===== config.mk =====
export PLATFORM = sky130hd
export DESIGN_NAME = irq_bp_reg
export DESIGN_NICKNAME = d
export VERILOG_FILES = /design/src/rtl/irq_bp_pkg.sv /design/src/rtl/irq_bp_decode.sv /design/src/rtl/irq_bp_route.sv /design/src/rtl/irq_bp_store.sv /design/src/rtl/irq_bp_reg.sv
export SDC_FILE = /design/constraint.sdc
export NUM_CORES = 1
export LEC_CHECK = 0
export ABC_AREA = 1
export BUFFER_PORTS_ARGS = -buffer_cell sky130_fd_sc_hd__buf_2
export CORE_MARGIN = 5
export CORE_UTILIZATION = 34
export CTS_CLUSTER_SIZE = 10
export DETAILED_ROUTE_END_ITERATION = 10
export PLACE_DENSITY_LB_ADDON = 0.15
export SYNTH_ARGS = -nofsm -noshare
export SYNTH_HDL_FRONTEND = slang
export SYNTH_HIERARCHICAL = 1
export SYNTH_SLANG_ARGS = --single-unit

===== constraint.sdc =====
create_clock -name clk_i -period 1 [get_ports clk_i]
set_clock_uncertainty 0.15 [all_clocks]
set_input_delay 0.1 -clock clk_i [delete_from_list [all_inputs] [get_ports clk_i]]
set_output_delay 0.1 -clock clk_i [all_outputs]
set_load 0.02 [all_outputs]

===== src/rtl/irq_bp_pkg.sv =====
package irq_bp_pkg;
  localparam int BP_W     = 3;
  localparam int NUM_BANK = 3;
  localparam int SYN_W    = 6;
  localparam logic [SYN_W-1:0] TRAP_SYN = 6'h03;

  typedef enum logic [1:0] {
    RSP_DONE     = 2'd0,
    RSP_UNDEF    = 2'd1,
    RSP_TRAP_EL2 = 2'd2,
    RSP_TRAP_EL3 = 2'd3
  } rsp_code_e;

  // index into the bank array
  typedef enum logic [1:0] {
    SEL_SEC  = 2'd0,
    SEL_NSEC = 2'd1,
    SEL_VIRT = 2'd2,
    SEL_NONE = 2'd3
  } bank_sel_e;

  typedef struct packed {
    rsp_code_e code;
    bank_sel_e sel;
    logic      alias_g0;
  } route_t;
endpackage


===== src/rtl/irq_bp_decode.sv =====
module irq_bp_decode #(
  parameter logic [3:0] ENC_COPROC = 4'd15,
  parameter logic [2:0] ENC_OPC1   = 3'd0,
  parameter logic [3:0] ENC_CRN    = 4'd12,
  parameter logic [3:0] ENC_CRM    = 4'd12,
  parameter logic [2:0] ENC_OPC2   = 3'd3
) (
  input  logic [3:0] coproc_i,
  input  logic [2:0] opc1_i,
  input  logic [3:0] crn_i,
  input  logic [3:0] crm_i,
  input  logic [2:0] opc2_i,
  output logic       hit_o
);
  assign hit_o = (coproc_i == ENC_COPROC) && (opc1_i == ENC_OPC1) &&
                 (crn_i == ENC_CRN) && (crm_i == ENC_CRM) && (opc2_i == ENC_OPC2);
endmodule


===== src/rtl/irq_bp_route.sv =====
module irq_bp_route
  import irq_bp_pkg::*;
#(
  parameter bit HAS_EL3 = 1'b1
) (
  input  logic [1:0] el_i,
  input  logic       ns_i,
  input  logic       monitor_i,
  input  logic       el2_en_i,
  input  logic       sdd_prio_i,
  input  logic       irq_route_i,
  input  logic       hyp_trap_grp_i,
  input  logic       sre_el1_i,
  input  logic       hyp_trap_all_i,
  input  logic       virt_route_i,
  input  logic       sre_el2_i,
  input  logic       common_bp_i,
  output route_t     route_o
);
  logic irq_el1, irq_el2;
  assign irq_el1 = HAS_EL3 && irq_route_i && !monitor_i;
  assign irq_el2 = HAS_EL3 && irq_route_i;

  always_comb begin
    route_o = '{code: RSP_UNDEF, sel: SEL_NONE, alias_g0: 1'b0};
    unique case (el_i)
      2'd1: begin
        if (irq_el1 && sdd_prio_i)            route_o.code = RSP_UNDEF;
        else if (el2_en_i && hyp_trap_grp_i)  route_o.code = RSP_TRAP_EL2;
        else if (!sre_el1_i)                  route_o.code = RSP_UNDEF;
        else if (el2_en_i && hyp_trap_all_i)  route_o.code = RSP_TRAP_EL2;
        else if (el2_en_i && virt_route_i)    route_o = '{RSP_DONE, SEL_VIRT, 1'b0};
        else if (irq_el1)                     route_o.code = RSP_TRAP_EL3;
        else                                  route_o = '{RSP_DONE, SEL_NSEC, common_bp_i};
      end
      2'd2: begin
        if (irq_el2 && sdd_prio_i)            route_o.code = RSP_UNDEF;
        else if (!sre_el2_i)                  route_o.code = RSP_UNDEF;
        else if (irq_el2)                     route_o.code = RSP_TRAP_EL3;
        else                                  route_o = '{RSP_DONE, SEL_NSEC, common_bp_i};
      end
      2'd3: begin
        if (HAS_EL3) route_o = '{RSP_DONE, ns_i ? SEL_NSEC : SEL_SEC, 1'b0};
      end
      default: route_o.code = RSP_UNDEF;
    endcase
  end
endmodule


===== src/rtl/irq_bp_store.sv =====
module irq_bp_store
  import irq_bp_pkg::*;
#(
  parameter int              N_BANK   = NUM_BANK,
  parameter logic [BP_W-1:0] RST_BP   = 3'd2,
  parameter bit              FLOOR_EN = 1'b0
) (
  input  logic                        clk_i,
  input  logic                        rst_ni,
  input  logic [N_BANK-1:0]           wr_en_i,
  input  logic [BP_W-1:0]             wr_val_i,
  output logic [N_BANK-1:0][BP_W-1:0] bank_o
);
  logic [BP_W-1:0] wr_norm;
  assign wr_norm = ((wr_val_i == '0) || (FLOOR_EN && (wr_val_i < RST_BP))) ? RST_BP : wr_val_i;

  for (genvar g = 0; g < N_BANK; g++) begin : g_bank
    always_ff @(posedge clk_i or negedge rst_ni) begin
      if (!rst_ni)          bank_o[g] <= RST_BP;
      else if (wr_en_i[g])  bank_o[g] <= wr_norm;
    end

    a_r1_never_zero: assert property (@(posedge clk_i) disable iff (!rst_ni)
      bank_o[g] != '0);

    a_r4_zero_loads_reset: assert property (@(posedge clk_i) disable iff (!rst_ni)
      wr_en_i[g] && (wr_val_i == '0) |=> bank_o[g] == RST_BP);

    if (FLOOR_EN) begin : g_floor
      a_r5_floor: assert property (@(posedge clk_i) disable iff (!rst_ni)
        bank_o[g] >= RST_BP);
    end
  end
endmodule


===== src/rtl/irq_bp_reg.sv =====
module irq_bp_reg
  import irq_bp_pkg::*;
#(
  parameter int              DATA_W  = 32,
  parameter logic [BP_W-1:0] RST_BP  = 3'd2,
  parameter bit              HAS_EL3 = 1'b1
) (
  input  logic              clk_i,
  input  logic              rst_ni,
  input  logic              acc_valid_i,
  input  logic              acc_write_i,
  input  logic [3:0]        acc_coproc_i,
  input  logic [2:0]        acc_opc1_i,
  input  logic [3:0]        acc_crn_i,
  input  logic [3:0]        acc_crm_i,
  input  logic [2:0]        acc_opc2_i,
  input  logic [DATA_W-1:0] acc_wdata_i,
  input  logic [1:0]        el_i,
  input  logic              ns_i,
  input  logic              monitor_i,
  input  logic              el2_en_i,
  input  logic              sdd_prio_i,
  input  logic              irq_route_i,
  input  logic              hyp_trap_grp_i,
  input  logic              sre_el1_i,
  input  logic              hyp_trap_all_i,
  input  logic              virt_route_i,
  input  logic              sre_el2_i,
  input  logic              common_bp_i,
  input  logic [BP_W-1:0]   grp0_bp_i,
  output logic              rsp_valid_o,
  output logic [1:0]        rsp_code_o,
  output logic [SYN_W-1:0]  rsp_syn_o,
  output logic [DATA_W-1:0] rsp_rdata_o,
  output logic [BP_W-1:0]   bp_sec_o,
  output logic [BP_W-1:0]   bp_nsec_o,
  output logic [BP_W-1:0]   bp_virt_o
);
  localparam logic [BP_W-1:0] BP_MAX = '1;

  logic                          enc_hit, acc_go;
  route_t                        route;
  logic [NUM_BANK-1:0]           wr_en;
  logic [NUM_BANK-1:0][BP_W-1:0] bank;
  logic [BP_W-1:0]               g0_plus, rd_bp;

  irq_bp_decode u_decode (
    .coproc_i (acc_coproc_i),
    .opc1_i   (acc_opc1_i),
    .crn_i    (acc_crn_i),
    .crm_i    (acc_crm_i),
    .opc2_i   (acc_opc2_i),
    .hit_o    (enc_hit)
  );

  irq_bp_route #(.HAS_EL3(HAS_EL3)) u_route (
    .el_i           (el_i),
    .ns_i           (ns_i),
    .monitor_i      (monitor_i),
    .el2_en_i       (el2_en_i),
    .sdd_prio_i     (sdd_prio_i),
    .irq_route_i    (irq_route_i),
    .hyp_trap_grp_i (hyp_trap_grp_i),
    .sre_el1_i      (sre_el1_i),
    .hyp_trap_all_i (hyp_trap_all_i),
    .virt_route_i   (virt_route_i),
    .sre_el2_i      (sre_el2_i),
    .common_bp_i    (common_bp_i),
    .route_o        (route)
  );

  assign acc_go  = acc_valid_i && enc_hit;
  assign g0_plus = (grp0_bp_i == BP_MAX) ? BP_MAX : grp0_bp_i + 1'b1;

  always_comb begin
    wr_en = '0;
    if (acc_go && acc_write_i && route.code == RSP_DONE && route.sel != SEL_NONE && !route.alias_g0)
      wr_en[route.sel] = 1'b1;
  end

  always_comb begin
    if (route.alias_g0)            rd_bp = g0_plus;
    else if (route.sel != SEL_NONE) rd_bp = bank[route.sel];
    else                           rd_bp = '0;
  end

  irq_bp_store #(.N_BANK(NUM_BANK), .RST_BP(RST_BP), .FLOOR_EN(!HAS_EL3)) u_store (
    .clk_i    (clk_i),
    .rst_ni   (rst_ni),
    .wr_en_i  (wr_en),
    .wr_val_i (acc_wdata_i[BP_W-1:0]),
    .bank_o   (bank)
  );

  always_ff @(posedge clk_i or negedge rst_ni) begin
    if (!rst_ni) begin
      rsp_valid_o <= 1'b0;
      rsp_code_o  <= RSP_DONE;
      rsp_syn_o   <= '0;
      rsp_rdata_o <= '0;
    end else begin
      rsp_valid_o <= acc_go;
      if (acc_go) begin
        rsp_code_o  <= route.code;
        rsp_syn_o   <= (route.code == RSP_TRAP_EL2 || route.code == RSP_TRAP_EL3) ? TRAP_SYN : '0;
        rsp_rdata_o <= (route.code == RSP_DONE && !acc_write_i) ?
                       DATA_W'(rd_bp) : '0;
      end
    end
  end

  assign bp_sec_o  = bank[SEL_SEC];
  assign bp_nsec_o = bank[SEL_NSEC];
  assign bp_virt_o = bank[SEL_VIRT];

  a_r2_latency: assert property (@(posedge clk_i) disable iff (!rst_ni)
    acc_valid_i && enc_hit |=> rsp_valid_o);
  a_r2_miss_silent: assert property (@(posedge clk_i) disable iff (!rst_ni)
    !(acc_valid_i && enc_hit) |=> !rsp_valid_o);
  a_r3_upper_zero: assert property (@(posedge clk_i) disable iff (!rst_ni)
    rsp_valid_o |-> rsp_rdata_o[DATA_W-1:BP_W] == '0);
  a_r6_el0_undef: assert property (@(posedge clk_i) disable iff (!rst_ni)
    acc_valid_i && enc_hit && el_i == 2'd0 |=> rsp_code_o == RSP_UNDEF);
  a_r11_sdd_first: assert property (@(posedge clk_i) disable iff (!rst_ni)
    acc_valid_i && enc_hit && HAS_EL3 && sdd_prio_i && irq_route_i &&
    (el_i == 2'd2 || (el_i == 2'd1 && !monitor_i)) |=> rsp_code_o == RSP_UNDEF);
  a_r12_hold_on_fail: assert property (@(posedge clk_i) disable iff (!rst_ni)
    rsp_valid_o && rsp_code_o != RSP_DONE |->
      bp_sec_o == $past(bp_sec_o) && bp_nsec_o == $past(bp_nsec_o) &&
      bp_virt_o == $past(bp_virt_o));
  a_r10_alias_no_write: assert property (@(posedge clk_i) disable iff (!rst_ni)
    acc_go && acc_write_i && route.alias_g0 |=> $stable(bp_nsec_o));
endmodule


==> results_dict.tcl, run 1 <==
set metrics [dict create \
    rsz0062_at_grt "yes" \
    ys_seq_area_share_pct 30.1 \
    clock_latency_ps 250 \
    r2r_start "u_store/bank_o[4]" \
    core_sq_um 3740 \
    worstSetupPathType "in -> reg" \
    hold_class "in -> reg" \
    io_buffers 57 \
    crit_family "simple AND/OR/NAND/NOR gates" \
    wl_mm 3.76 \
    die_height_microns 72.8 \
    drive_above_1_share_pct 52.5 \
    timing.fmax_mhz 777 \
    violations "negative hold slack, negative setup slack" \
    setup_tns_ps -4870 \
    diodes 0 \
    track_usage_pct 13.5 \
    design_area_sq_um 2390 \
    async_reset_ff_share_pct 100 \
    startpoint "irq_route_i" \
    placed_area_sq_um 1820 \
    rows 22 \
    synth_top_area_cell "dfrtp_1" \
    post_drt_wl_per_cell_microns 10.4 \
    synth_seq_cells 16 \
    ctsHtreeMaxLevel 1 \
    holdWs_ps -23.0 \
    holdPathEnd "u_store/bank_o[4]" \
    fillCellCount 354 \
    power_mw 1.74 \
    start_util_pct 35.8 \
    drtIter0Drc 29 \
    synthTopCellsByArea "dfrtp_1 24%, nand2_1 24%, buf_4 19%" \
    fin_crit_sh_pct 129 \
    hpwlAfterDp_mm 2.93 \
    cp-start-kind "input pin" \
    hold_start "acc_wdata_i[2]" \
    ys_types 21 \
    hold_viol 3 \
    ys.flop_type "dfrtp_1" \
    finalCriticalPeriod_ps 1290 \
    clk_pin_slew_ps 60 \
    drtPass1Iterations 4 \
    cts_buffers 3 \
    drv_cap 0 \
    grt_max_degree 17 \
    rrSetupSlack_ps -170 \
    p_leak_nw 1.36 \
    critPathMaxFanout 4 \
    cts_tree "built" \
    synthCells 209 \
    grt_pass1_wl_mm 5.86 \
    timing.rr.end "rsp_rdata_o[1]" \
    syn_area_sq_um 1340 \
    grt_pass1_vias 1378 \
    synth_edf_count 0 \
    ys_warn_count 6 \
    slowest_stage "nor2_4" \
    max_stage_delay_ps 160 \
    antenna_found_initial 0 \
    final_cell_mix "65 x nand2_1, 33 x conb_1, 33 x buf_2" \
    die_area_sq_um 5300 \
    vias 1517 \
    setup_viol 33 \
    path_cells "buf_12 -> inv_12 -> nor2_4 -> nand2_2 -> nand2_1 -> inv_1 -> nand2_1 -> nand2_2 -> nor2_4 -> nand3_4 -> nor2_4 -> inv_2 -> nand2_1 -> nand2_1" \
    reg2reg_depth 7 \
    die_x_microns 72.8 \
    nets 386 \
    cts_buffer_depth 2 \
    yosys.area.top_type_share_pct 24.3 \
    path_common_cell "nand2_1" \
    dp_cells 334 \
    overflow 0 \
    layout_commonest_cell "nand2_1" \
    worstSetupEndpointType "register" \
    outcome "finished with violations" \
    cts.sinks 16 \
    syn-mean-instance-area_sq_um 6.42 \
    drc 0 \
    ir_drop_mv 0.585 \
    timing.final.ws_setup_ps -287 \
    cts-root-buf "clkbuf_8" \
    min_delay_path_depth 4 \
    routabilityCongestion 0.795 \
    path_buf_inv 4 \
    critPathRequiredTime_ps 990 \
    ant_nets 0 \
    slew_violations 0 \
    critPathArrivalTime_ps 1280 \
    ios 120 \
    vias_per_cell 4.19 \
    pwr_density_cell_nw_per_um2 728 \
    cts_hold_buffers 3 \
    final_cells 362 \
    areaGrowthSynthToFinish_pct 78.5 \
]
## synth_stat cells (all sizes together) (2+ instances only)
cell type	number
dfstp	3
nand2	88
nor3	4
nand3	12
nor2	24
buf	34
inv	22
o21ai	2
nand4	4
dfrtp	13
## stage by stage
stage / worst slack (ps) / util [%]
floorplan: -374 / -
global placement: -642 / 48.6
detailed placement: -656 / 48.6
CTS: -284 / 59.3
global route: -417 / 64.0
finish: -287 / 64.0
## logic make-up after synthesis
group	synth area share (%)
buffers and inverters	25.6
and+or+nand+nor	41.4
adders and majority gates	0.933
DFF	30.1
other	0.280
AOI/OAI and AO/OA	1.68
## worst max path at each step
stage	end	slack, ps	cells past startpoint
2_1_floorplan	u_store/bank_o[8]	-370	12
3_3_place_gp	u_store/bank_o[8]	-640	14
3_5_place_dp	u_store/bank_o[8]	-660	14
4_1_cts	u_store/bank_o[8]	-280	13
5_1_grt	u_store/bank_o[0]	-420	13
6_report	u_store/bank_o[2]	-290	14
## what timing repair did
item,CTS,global route
gates resized for setup,61,38
endpoints found under the setup margin,32,32
pin swaps,16,29
hold endpoints to repair,22,2
setup buffers,17,5
## layer usage
metal	vias to the layer above	wire, microns	track usage [%]
met5	-	0	0
met4	0	23	2.46
met3	5	401	3.99
met2	59	1840	22.2
met1	673	1500	17.6
li1	780	-	-
## registers in the layout, indices dropped and copies added (netlist names)
register        cells
rsp_syn_o           1
rsp_rdata_o         3
rsp_valid_o         1
rsp_code_o          2
u_store/bank_o      9
## cell type report
cell class / count / area [sq um] / share of cell area [%]
Clock buffer: 4 / 55.1 / 2.30
Inverter: 22 / 120 / 5.02
Multi-Input combinational cell: 169 / 897 / 37.5
Sequential cell: 16 / 404 / 16.9
Tap cell: 48 / 60.1 / 2.51
Timing Repair Buffer: 103 / 858 / 35.8
## worst min-delay path, delay by kind of cell
kind	cells	cell delay, ps
compound gates	1	70
buf+inv	1	100
simple gates	2	110
## where the power goes
| part | internal [mW] | switching, mW | total, mW |
|---|---|---|---|
| Combinational | 0.205 | 0.314 | 0.519 |
| Clock | 0.349 | 0.228 | 0.577 |
| Sequential | 0.648 | 0.00000606 | 0.648 |
| Total | 1.20 | 0.541 | 1.74 |
Note: power is estimated with default switching activity, not from simulation.
==> run 2, diff against run 1 <==
CORE_UTILIZATION = 38   (was 34)
SETUP_SLACK_MARGIN = 0.3   (was not set)
clock period = 1.3 ns   (was 1 ns; I/O delays follow)
==> run 2 against run 1 <==
Compared with the run above: the flow finishes with violations (negative hold slack); routed wire length is 3.2% lower; first-iteration DRC count increased by 6.9%; via count shrank 2.9%; count of clock-buffer cells in the layout unchanged; critical path depth fell by 13; design area down 6.5%; critical endpoint is now bp_sec_o[1].
==> results_dict.tcl, run 2 (same netlist as run 1, synthesis figures left out) <==
set metrics [dict create \
    outcome "finished with violations" \
    violations "negative hold slack" \
    cts_tree "built" \
    drtPass1Iterations 4 \
    grt_pass1_vias 1353 \
    die_area_sq_um 4820 \
    top_register "u_store/bank_o" \
    post_drt_wl_per_cell_microns 10.3 \
    final_cells 352 \
    ctsHtreeMaxLevel 1 \
    clk_pin_slew_ps 100 \
    cts-root-buf "clkbuf_4" \
    final_cell_mix "69 x nand2_1, 34 x buf_2, 33 x conb_1" \
    finalCriticalPeriod_ps 1260 \
    slew_violations 0 \
    timing.fmax_mhz 793 \
    layout_commonest_cell "nand2_1" \
    critPathMaxFanout 2 \
    routabilityCongestion 0.788 \
    holdWs_ps -19.2 \
    vias_per_cell 4.18 \
    cts_hold_buffers 3 \
    fin_crit_sh_pct 97.0 \
    p_leak_nw 1.29 \
    overflow 0 \
    io_buffers 57 \
    path_buf_inv 1 \
    nets 378 \
    drc 0 \
    dp_cells 325 \
    reg2reg_depth 7 \
    hpwlAfterDp_mm 2.71 \
    ios 120 \
    critPathArrivalTime_ps 980 \
    cp-start-kind "register" \
    largest_reg_flops 9 \
    slowest_stage "dfstp_2" \
    rsz0062_at_grt "yes" \
    core_sq_um 3390 \
    grt_pass1_wl_mm 5.76 \
    max_stage_delay_ps 570 \
    cts.sinks 16 \
    grt_max_degree 17 \
    pwr_density_cell_nw_per_um2 548 \
    ir_drop_mv 0.566 \
    antenna_found_initial 0 \
    critPathRequiredTime_ps 1020 \
    ant_nets 0 \
    clock_latency_ps 290 \
    die_x_microns 69.4 \
    path_cells "buf_6" \
    setup_viol 0 \
    vias 1473 \
    cts_buffer_depth 2 \
    start_util_pct 39.6 \
    die_height_microns 69.4 \
    diodes 0 \
    rows 21 \
    critical_path_cell_count 1 \
    final_core_util_pct 66.1 \
    areaGrowthSynthToFinish_pct 67.0 \
    drive_above_1_share_pct 49.0 \
    crit_family "flip-flops" \
    drv_cap 0 \
    worstSetupEndpointType "output port" \
    wl_mm 3.64 \
    drtIter0Drc 31 \
    min_delay_path_depth 4 \
    worstSetupPathType "reg -> out" \
    track_usage_pct 14.1 \
    cts_buffers 3 \
    hold_class "in -> reg" \
    top_regs "u_store/bank_o x9, rsp_rdata_o x3, rsp_code_o x2" \
    hold_viol 2 \
]
[run 2: cell count changes in the layout (fill, tap and decap cells not counted), moves of 2 or more]
cell / change
nand3_1: +3
clkbuf_4: +3
buf_6: -4
clkbuf_8: -3
nand3_2: -2
nand2_2: -5
nor2_1: +2
nand2_1: +4
inv_2: +2
buf_4: -3
[run 2: final cells by class]
| class | count | area [sq um] |
|---|---|---|
| Fill cell | 312 | 1150 |
| Multi-Input combinational cell | 169 | 863 |
| Timing Repair Buffer | 95 | 761 |
| Sequential cell | 16 | 404 |
| Inverter | 22 | 118 |
| Tap cell | 46 | 57.6 |
| Clock buffer | 4 | 36.3 |
[run 2: per-layer routing]
| layer | part of all wire (%) | wire [microns] | global-route usage [%] | vias up |
|---|---|---|---|---|
| met2 | 48 | 1740 | 23.8 | 70 |
| li1 | - | - | - | 764 |
| met3 | 10 | 368 | 5.36 | 4 |
| met5 | 0 | 0 | 0 | - |
| met1 | 42 | 1510 | 17.3 | 635 |
| met4 | 0.60 | 22 | 1.95 | 0 |
[run 2: metrics by stage]
| step | instance area (sq um) | setup TNS (ps) | worst slack (ps) | power, mW | hold slack, ps |
|---|---|---|---|---|---|
| floorplan | 1550 | -710 | -104 | 0.769 | -316 |
| global placement | 1750 | -3570 | -312 | 0.827 | -86.7 |
| detailed placement | 1750 | -3960 | -353 | 0.828 | -81.6 |
| CTS | 2100 | 0 | 19.9 | 1.21 | -37.2 |
| global route | 2240 | -489 | -83.3 | 1.30 | -16.9 |
| finish | 2240 | 0 | 39.4 | 1.23 | -19.2 |
[run 2: worst paths after layout]
path	from	end	slack, ps
max in group asynchronous	rst_ni	u_store/bank_o[7]	570
hold / removal	acc_wdata_i[0]	u_store/bank_o[4]	-20
min in group asynchronous	rst_ni	u_store/bank_o[3]	120
setup / recovery	u_store/bank_o[1]	bp_sec_o[1]	40
setup reg to reg	u_store/bank_o[1]	rsp_rdata_o[1]	90
hold reg to reg	rsp_rdata_o[2]	rsp_rdata_o[2]	360
[run 2: what timing repair did]
action | CTS | global route
resized for setup | 52 | 30
endpoints found under the hold margin | 25 | 2
setup buffers | 16 | 4
setup endpoints to repair | 32 | 32
pin swaps | 22 | 20
[run 2: power breakdown]
part	switching, mW	internal (mW)	total (mW)
sequential	0.00000449	0.498	0.498
clock	0.165	0.171	0.335
combinational	0.235	0.159	0.394
==> run 3, diff against run 2 <==
HOLD_SLACK_MARGIN = 0.15   (was not set)
==> run 3 against run 2 <==
Compared with the run above: the flow now finishes without violations; first-iteration DRC count shrank 19%; register-to-register slack is essentially flat; worst hold slack gained 71 ps; sequential share of layout area shrank 0.080 points; design area grew 0.45%; clock power is essentially flat; total power grew 0.29%; via count grew 1.8%; maximum frequency is essentially flat; critical path depth is the same; count of clock-buffer cells in the layout is the same; flip-flop and latch count is the same; largest cell class unchanged; highest routed layer unchanged.
==> results_dict.tcl, run 3 (same netlist as run 1, synthesis figures left out) <==
set metrics [dict create \
    outcome "complete, no violations" \
    die_x_microns 69.4 \
    drv_cap 0 \
    grt_pass1_vias 1355 \
    rows 21 \
    drtPass1Iterations 5 \
    crit_family "flip-flops" \
    ant_nets 0 \
    slew_violations 0 \
    start_util_pct 39.6 \
    max_stage_delay_ps 570 \
    diodes 0 \
    cp-start-kind "register" \
    die_height_microns 69.4 \
    hold_class "in -> reg" \
    clk_pin_slew_ps 100 \
    worstSetupPathType "reg -> out" \
    vias_per_cell 4.25 \
    rsz0062_at_grt "yes" \
    cts.sinks 16 \
    cts_buffer_depth 2 \
    pwr_density_cell_nw_per_um2 547 \
    clock_latency_ps 290 \
    core_sq_um 3390 \
    slowest_stage "dfstp_2" \
    finalCriticalPeriod_ps 1260 \
    cts_buffers 3 \
    holdWs_ps 51.7 \
    ios 120 \
    drive_above_1_share_pct 48.9 \
    p_leak_nw 1.29 \
    power_mw 1.23 \
    post_drt_wl_per_cell_microns 10.3 \
    rrSetupSlack_ps 90 \
    p_int_mw 0.829 \
    hold_viol 0 \
    timing.fmax_mhz 793 \
    setup_viol 0 \
    nets 379 \
    wl_mm 3.65 \
    path_cells "buf_6" \
    critPathMaxFanout 2 \
    worstSetupEndpointType "output port" \
    top_regs "u_store/bank_o x9, rsp_rdata_o x3, rsp_code_o x2" \
    swShare_pct 32.6 \
    io_buffers 57 \
    areaGrowthSynthToFinish_pct 67.7 \
    die_area_sq_um 4820 \
    largest_reg_flops 9 \
    ir_drop_mv 0.568 \
    critPathRequiredTime_ps 1020 \
    routabilityCongestion 0.788 \
    overflow 0 \
    cts_tree "built" \
    fin_crit_sh_pct 97.0 \
    p_seq_share_pct 40.4 \
    combPwrFrac_pct 32.2 \
    antenna_found_initial 0 \
    path_buf_inv 1 \
    cts-root-buf "clkbuf_4" \
    ctsHtreeMaxLevel 1 \
    hpwlAfterDp_mm 2.71 \
    final_cell_mix "69 x nand2_1, 34 x buf_2, 33 x conb_1" \
    drtIter0Drc 25 \
    grt_max_degree 17 \
    cts_hold_buffers 4 \
    critPathArrivalTime_ps 980 \
    drc 0 \
    track_usage_pct 14.1 \
    vias 1499 \
    grt_pass1_wl_mm 5.76 \
    top_register "u_store/bank_o" \
    switching_power_mw 0.402 \
    clockPowerShare_pct 27.3 \
    layout_commonest_cell "nand2_1" \
]
[run 3: changes by cell type in the layout (fill, tap and decap cells not counted)]
cell	before	now
dlygate4sd3_1	3	4
[run 3: metrics by stage]
stage               TNS (ps)  utilization (%)  setup WS (ps)  std cells  area [sq um]
finish                     0             66.4           39.2        353          2250
global route            -489             66.4          -83.3        353          2250
CTS                        0             62.4           19.9        349          2110
detailed placement     -3960             51.7           -353        325          1750
global placement       -3570             51.7           -312        325          1750
floorplan               -710                -           -104        241          1550
[run 3: worst paths after layout]
check,from,end,depth (start not counted)
hold / removal,grp0_bp_i[2],rsp_rdata_o[2],5
setup reg to reg,u_store/bank_o[1],rsp_rdata_o[1],7
max in group asynchronous,rst_ni,u_store/bank_o[7],2
min in group asynchronous,rst_ni,u_store/bank_o[3],2
setup / recovery,u_store/bank_o[1],bp_sec_o[1],1
hold reg to reg,rsp_rdata_o[2],rsp_rdata_o[2],2
[run 3: what timing repair did]
action / in CTS / in global routing
pin swaps: 22 / 20
endpoints found under the hold margin: 28 / 9
endpoints found under the setup margin: 32 / 32
buffers inserted: 16 / 4
gates resized for setup: 52 / 30
[run 3: power groups by stage]
| stage | registers, mW | clock network (mW) | logic, mW |
|---|---|---|---|
| 2_1_floorplan | 0.507 | 0 | 0.261 |
| 3_3_place_gp | 0.507 | 0 | 0.320 |
| 3_5_place_dp | 0.507 | 0 | 0.320 |
| 4_1_cts | 0.498 | 0.350 | 0.360 |
| 5_1_grt | 0.498 | 0.375 | 0.434 |
| 6_report | 0.498 | 0.337 | 0.397 |
[run 3: final cells by class]
| cell class | instances | area (sq um) |
|---|---|---|
| sequential | 16 | 404 |
| tap | 46 | 57.6 |
| multi-input combinational | 169 | 863 |
| clock buffer | 4 | 36.3 |
| fill | 311 | 1140 |
| inverter | 22 | 118 |
| timing repair buffer | 96 | 771 |
[run 3: routing by layer]
| metal | share of wire, % | wire, microns | global-route usage [%] | vias to the layer above |
|---|---|---|---|---|
| li1 | - | - | - | 769 |
| met1 | 42 | 1530 | 17.5 | 652 |
| met2 | 47 | 1730 | 23.6 | 74 |
| met3 | 10 | 369 | 5.36 | 4 |
| met4 | 0.60 | 22 | 1.95 | 0 |
| met5 | 0 | 0 | 0 | - |
